$ cat config.mk
export PLATFORM = sky130hd
export DESIGN_NAME = irq_wire_agg
export DESIGN_NICKNAME = d
export VERILOG_FILES = /design/src/rtl/irqagg_pkg.sv /design/src/rtl/irqagg_decode.sv /design/src/rtl/irqagg_cfg.sv /design/src/rtl/irqagg_capture.sv /design/src/rtl/irq_wire_agg.sv
export SDC_FILE = /design/constraint.sdc
export NUM_CORES = 1
export LEC_CHECK = 0
export CORE_ASPECT_RATIO = 0.75
export CORE_MARGIN = 10
export CORE_UTILIZATION = 58
export CTS_BUF_LIST = sky130_fd_sc_hd__clkbuf_8
export DETAILED_ROUTE_END_ITERATION = 8
export DONT_BUFFER_PORTS = 1
export HOLD_SLACK_MARGIN = 0.12
export PLACE_DENSITY = 0.74
export SETUP_SLACK_MARGIN = 0.1
export SLEW_MARGIN = 20
export SYNTH_ARGS = -nofsm -noshare
export SYNTH_HDL_FRONTEND = slang
export SYNTH_SLANG_ARGS = --single-unit
$ cat constraint.sdc
create_clock -name clk -period 1.75 [get_ports clk]
set_input_delay 0.2625 -clock clk [delete_from_list [all_inputs] [get_ports clk]]
set_output_delay 0.2625 -clock clk [all_outputs]
set_load 0.03 [all_outputs]
$ cat src/rtl/irqagg_pkg.sv
// Package: shared constants and types for the wired interrupt aggregator.
// Assumes byte offsets on the register port; offsets fit in 6 address bits.
package irqagg_pkg;
    localparam int NSRC_DEF   = 32;
    localparam int AW_DEF     = 6;
    localparam int OFF_CAUSE  = 'h00;
    localparam int OFF_SETC   = 'h08;
    localparam int OFF_MASK   = 'h10;
    localparam int OFF_CTRL   = 'h28;
    localparam int CTRL_EDGE  = 3;
    localparam int CTRL_MSGOFF = 5;

    typedef enum logic [2:0] {
        SEL_NONE,
        SEL_CAUSE,
        SEL_SETC,
        SEL_MASK,
        SEL_CTRL
    } reg_sel_e;
endpackage

$ cat src/rtl/irqagg_decode.sv
// Module: address decoder. Turns the register offset into a select code
// and per-register write strobes. Pure combinational; unknown offsets
// yield SEL_NONE and no strobe.
module irqagg_decode
    import irqagg_pkg::*;
#(
    parameter int AW = AW_DEF
) (
    input  logic [AW-1:0] addr_i,
    input  logic          wr_en_i,
    output reg_sel_e      sel_o,
    output logic          cause_we_o,
    output logic          setc_we_o,
    output logic          mask_we_o,
    output logic          ctrl_we_o
);
    // Map offset to register select
    always_comb begin
        if (addr_i == AW'(OFF_CAUSE))      sel_o = SEL_CAUSE;
        else if (addr_i == AW'(OFF_SETC))  sel_o = SEL_SETC;
        else if (addr_i == AW'(OFF_MASK))  sel_o = SEL_MASK;
        else if (addr_i == AW'(OFF_CTRL))  sel_o = SEL_CTRL;
        else                               sel_o = SEL_NONE;
    end

    // Qualify writes per register
    always_comb begin
        cause_we_o = wr_en_i && (sel_o == SEL_CAUSE);
        setc_we_o  = wr_en_i && (sel_o == SEL_SETC);
        mask_we_o  = wr_en_i && (sel_o == SEL_MASK);
        ctrl_we_o  = wr_en_i && (sel_o == SEL_CTRL);
    end
endmodule

$ cat src/rtl/irqagg_cfg.sv
// Module: configuration storage. Holds the mask register and the two
// implemented control bits. Assumes write data is sampled with the strobe.
module irqagg_cfg
    import irqagg_pkg::*;
#(
    parameter int NSRC = NSRC_DEF
) (
    input  logic            clk,
    input  logic            rst_n,
    input  logic            mask_we_i,
    input  logic            ctrl_we_i,
    input  logic [NSRC-1:0] wdata_i,
    output logic [NSRC-1:0] mask_o,
    output logic            edge_mode_o,
    output logic            msg_off_o
);
    // Mask register, resets to all blocked
    always_ff @(posedge clk) begin
        if (!rst_n)         mask_o <= '1;
        else if (mask_we_i) mask_o <= wdata_i;
    end

    // Control bits: trigger select and stored message-disable flag
    always_ff @(posedge clk) begin
        if (!rst_n) begin
            edge_mode_o <= 1'b0;
            msg_off_o   <= 1'b0;
        end else if (ctrl_we_i) begin
            edge_mode_o <= wdata_i[CTRL_EDGE];
            msg_off_o   <= wdata_i[CTRL_MSGOFF];
        end
    end
endmodule

$ cat src/rtl/irqagg_capture.sv
// Module: per-source capture. One cell per input holds the registered
// input and the pending bit. Hardware set has priority over software
// clear; software set is ORed in. Inputs assumed synchronous to clk.
module irqagg_capture
    import irqagg_pkg::*;
#(
    parameter int NSRC = NSRC_DEF
) (
    input  logic            clk,
    input  logic            rst_n,
    input  logic            edge_mode_i,
    input  logic [NSRC-1:0] src_i,
    input  logic [NSRC-1:0] clr_i,
    input  logic [NSRC-1:0] set_i,
    output logic [NSRC-1:0] cause_o,
    output logic [NSRC-1:0] src_dly_o
);
    for (genvar i = 0; i < NSRC; i++) begin : g_cell
        logic dly_r;
        logic pend_r;
        logic hit;

        // Capture condition for the selected trigger mode
        always_comb hit = edge_mode_i ? (src_i[i] & ~dly_r) : src_i[i];

        // Input delay stage and pending bit update
        always_ff @(posedge clk) begin
            if (!rst_n) begin
                dly_r  <= 1'b0;
                pend_r <= 1'b0;
            end else begin
                dly_r  <= src_i[i];
                pend_r <= (pend_r & ~clr_i[i]) | hit | set_i[i];
            end
        end

        assign cause_o[i]   = pend_r;
        assign src_dly_o[i] = dly_r;
    end
endmodule

$ cat src/rtl/irq_wire_agg.sv
// Module: top of the wired interrupt aggregator. Ties decode, config and
// capture together, forms the read data and the wired request.
// Assumes NSRC > CTRL_MSGOFF so control bits fit the data word.
module irq_wire_agg
    import irqagg_pkg::*;
#(
    parameter int NSRC = NSRC_DEF,
    parameter int AW   = AW_DEF
) (
    input  logic            clk,
    input  logic            rst_n,
    input  logic [NSRC-1:0] src_i,
    input  logic [AW-1:0]   addr_i,
    input  logic            wr_en_i,
    input  logic [NSRC-1:0] wdata_i,
    output logic [NSRC-1:0] rdata_o,
    output logic            irq_o
);
    reg_sel_e        sel;
    logic            cause_we, setc_we, mask_we, ctrl_we;
    logic [NSRC-1:0] mask_q;
    logic [NSRC-1:0] cause_q;
    logic [NSRC-1:0] src_dly;
    logic [NSRC-1:0] clr_vec;
    logic [NSRC-1:0] set_vec;
    logic            edge_mode;
    logic            msg_off;

    irqagg_decode #(.AW(AW)) dec_i (
        .addr_i     (addr_i),
        .wr_en_i    (wr_en_i),
        .sel_o      (sel),
        .cause_we_o (cause_we),
        .setc_we_o  (setc_we),
        .mask_we_o  (mask_we),
        .ctrl_we_o  (ctrl_we)
    );

    irqagg_cfg #(.NSRC(NSRC)) cfg_i (
        .clk         (clk),
        .rst_n       (rst_n),
        .mask_we_i   (mask_we),
        .ctrl_we_i   (ctrl_we),
        .wdata_i     (wdata_i),
        .mask_o      (mask_q),
        .edge_mode_o (edge_mode),
        .msg_off_o   (msg_off)
    );

    // Software clear (zeros written to cause) and software set vectors
    always_comb begin
        clr_vec = cause_we ? ~wdata_i : '0;
        set_vec = setc_we  ?  wdata_i : '0;
    end

    irqagg_capture #(.NSRC(NSRC)) cap_i (
        .clk         (clk),
        .rst_n       (rst_n),
        .edge_mode_i (edge_mode),
        .src_i       (src_i),
        .clr_i       (clr_vec),
        .set_i       (set_vec),
        .cause_o     (cause_q),
        .src_dly_o   (src_dly)
    );

    // Read data mux; set-cause and unmapped offsets read zero
    always_comb begin
        rdata_o = '0;
        case (sel)
            SEL_CAUSE: rdata_o = cause_q;
            SEL_MASK:  rdata_o = mask_q;
            SEL_CTRL: begin
                rdata_o[CTRL_EDGE]   = edge_mode;
                rdata_o[CTRL_MSGOFF] = msg_off;
            end
            default:   rdata_o = '0;
        endcase
    end

    // Wired request: any unmasked pending source
    always_comb irq_o = |(cause_q & ~mask_q);
endmodule

==> flow_metrics.env <==
export IMPL_vias_per_cell=5.93
export IMPL_fin_util=0.814
export IMPL_track_usage=0.251
export IMPL_critPathMaxFanout=2
export IMPL_end_kind="primary output"
export IMPL_die_h_um=95.2
export IMPL_p_leak_nw=2.54
export IMPL_synth_top_cell_area_share=0.448
export IMPL_vias=4433
export IMPL_rrSetupSlack_ns=0.39
export IMPL_ys_top_cells_by_area="dfxtp_1 45%, mux2i_1 6.9%, nand2_1 5.9%"
export IMPL_synth_most_common_cell="dfxtp_1"
export IMPL_violations="setup timing"
export IMPL_rsz0062_at_grt="yes"
export IMPL_ios=106
export IMPL_hp_class="input pin to register"
export IMPL_syn_area_um2=4380
export IMPL_holdWs_ns=0.160
export IMPL_clockRootBuffer="clkbuf_8"
export IMPL_dpl_worst_slack_ns=0.219
export IMPL_worstSetupPathDepth=5
export IMPL_antenna_found_initial=0
export IMPL_p_sw_mw=1.10
export IMPL_drt_iter0_markers=393
export IMPL_setup_tns_ns=-0.0345
export IMPL_start_kind="register"
export IMPL_yosys_area_top_type="dfxtp_1"
export IMPL_gp_congestion=0.822
export IMPL_crit_buf_inv=2
export IMPL_setup_viol=1
export IMPL_synth_seq_cells=98
export IMPL_r2r_start="cfg_i.edge_mode_o"
export IMPL_crit_arrival_ns=1.52
export IMPL_clkPwrFrac=0.333
export IMPL_synth_warnings=0
export IMPL_fin_ws_ns=-0.0345
export IMPL_cts_num_sinks=98
export IMPL_p_sw_frac=0.249
export IMPL_grt_max_degree=78
export IMPL_critPathKind="register to primary output"
export IMPL_clk_latency_ns=0.37
export IMPL_reg2regPathDepth=4
export IMPL_antenna_cells=0
export IMPL_die_w_um=120
export IMPL_grt_pass1_vias=4616
export IMPL_max_stage_delay_ns=0.34
export IMPL_final_nets=716
export IMPL_p_comb_frac=0.122
export IMPL_synth_edf_count=0
export IMPL_critPathTopFamily="simple AND/OR/NAND/NOR gates"
export IMPL_htree_levels=3
export IMPL_synth_cell_types=25
export IMPL_synthArstFlopShare=0
export IMPL_powerDensity_nw_per_um2=742
export IMPL_endpoint="irq_o"
export IMPL_drive_gt1_frac=0.178
export IMPL_worst_pin_slew_ns=0.468
export IMPL_fill_cells=479
export IMPL_hold_violations=0
export IMPL_slew_viol_final=0
export IMPL_core_area_um2=7330
export IMPL_cts_clk_slew_worst_paths_ns=0.09
export IMPL_cts_made_buffers=9
export IMPL_cpMaxStageDelayCell="dfxtp_2"
export IMPL_cts_tree="done"
export IMPL_grt_pass1_wl_mm=23.4
export IMPL_io_buffers=0
export IMPL_slew_headroom=0.685
export IMPL_dieArea_um2=11500
export IMPL_synth_main_ff_cell="dfxtp_1"
export IMPL_finalCriticalPeriod_ns=1.78
export IMPL_fin_crit_sh=1.02
export IMPL_sequentialPowerShare=0.545
export IMPL_drc=0
export IMPL_overflow=0
export IMPL_firstDrtPassIters=7
export IMPL_drt_wl_total_mm=14.8
export IMPL_status="complete, but fails checks"
export IMPL_synth_common_cells="98 x dfxtp_1, 69 x nand2_1, 63 x nor2_1, 35 x nand3_1"
export IMPL_synth_seq_area_share=0.448
export IMPL_fin_worst_skew_ns=0.00909
export IMPL_path_cells="inv_1 -> o22ai_1 -> nor4_1 -> nand4_1 -> buf_6"
export IMPL_p_int_mw=3.32
export IMPL_core_rowCount=27
export IMPL_area_growth_syn_to_layout_pct=36.3
export IMPL_cp_required_ns=1.49
export IMPL_ir_drop_mv=0.517
export IMPL_postRouteAntennaNets=0
export IMPL_crit_path_start="cap_i.g_cell[25].pend_r"
export IMPL_syn_area_per_cell_um2=8.35
export IMPL_syn_num_nets=597
export IMPL_wl_per_cell_um=19.8
export IMPL_r2r_end="cap_i.g_cell[8].pend_r"
export IMPL_fmax_mhz=560
export IMPL_clockBufferDepth=2
export IMPL_initial_core_util=0.597
export IMPL_synth_cells=524
export IMPL_maxCapViolations=0
export IMPL_dpl_hpwl_mm=8.39
## layer usage
layer | share of wire | up-vias | track usage
met3 | 0.12 | 27 | 0.0838
li1 | - | 2049 | -
met4 | 0.015 | 0 | 0.0852
met2 | 0.47 | 256 | 0.419
met1 | 0.40 | 2101 | 0.301
met5 | 0 | - | 0
## placed cells by master, fill, tap and decap left out, types with 3 or more instances in the layout
master	count
nor4_2	3
nand3_1	35
dfxtp_1	65
clkbuf_8	10
dlygate4sd3_1	88
nand2_1	69
and2_1	32
buf_4	51
clkinvlp_4	3
mux2i_1	30
o31ai_1	32
nor2_1	63
dfxtp_2	31
inv_2	5
nand4_1	3
o22ai_1	14
a21boi_0	32
a211oi_1	32
inv_1	28
o22ai_2	3
## power groups by stage
stage	Sequential (mW)	Clock, mW	Combinational (mW)
6_report	2.41	1.47	0.541
5_1_grt	2.42	1.56	0.584
4_1_cts	2.40	1.47	0.517
3_5_place_dp	2.46	0	0.312
3_3_place_gp	2.45	0	0.301
2_1_floorplan	2.43	0	0.297
## worst min-delay path by stage
stage / from / to / slack, ns / cells past startpoint
after floorplan: src_i[0] / cap_i.g_cell[0].dly_r / 0.38 / 1
after global placement: rst_n / cfg_i.mask_o[10] / 0.34 / 1
after detailed placement: rst_n / cfg_i.mask_o[22] / 0.35 / 1
after CTS: addr_i[5] / cfg_i.edge_mode_o / 0.14 / 2
after global routing: addr_i[5] / cfg_i.edge_mode_o / 0.18 / 2
final: addr_i[5] / cfg_i.edge_mode_o / 0.16 / 2
## stage by stage
| step | total power [mW] | instance area, µm² | instances |
|---|---|---|---|
| 2_1_floorplan | 2.73 | 4380 | 524 |
| 3_3_place_gp | 2.75 | 4660 | 631 |
| 3_5_place_dp | 2.77 | 4660 | 631 |
| 4_1_cts | 4.38 | 5930 | 746 |
| 5_1_grt | 4.56 | 5970 | 748 |
| 6_report | 4.42 | 5970 | 748 |
## what timing repair did
action | CTS | global route
hold buffers | 89 | 0
pin swaps | 5 | 4
hold endpoints to repair | 98 | 0
endpoints found under the setup margin | 1 | 2
resized for setup | 41 | 8
setup buffers | 11 | 2
## worst reg2reg max path, stage by stage (launching register included)
cell and delay (ns):
dfxtp_1 0.37, buf_4 0.28, a21boi_0 0.25, a211oi_1 0.29, nor2_1 0.08
## area by class of cell
| class | instances | area (µm²) | area share |
|---|---|---|---|
| repair buffers | 143 | 1340 | 0.225 |
| multi-input cells | 359 | 2170 | 0.365 |
| flip-flops and latches | 98 | 2010 | 0.337 |
| well taps | 101 | 126 | 0.0212 |
| clock inverters | 5 | 56.3 | 0.00944 |
| inverters | 32 | 120 | 0.0201 |
| clock buffers | 10 | 138 | 0.0231 |
## sequential cells by signal, summed over array words and instances, names as in the netlist
register	cells
cfg_i.mask_o	32
cap_i.g_cell.dly_r	32
cfg_i.msg_off_o	1
cap_i.g_cell.pend_r	32
cfg_i.edge_mode_o	1
## logic make-up (layout without fill, tap and decap cells)
group	count (synthesis)	count (layout)	synth area share
buf+inv	67	190	0.0669
compound gates	118	118	0.197
mux	30	30	0.0686
simple gates	211	211	0.220
flops	98	98	0.448
Note: power is estimated with default switching activity, not from simulation.
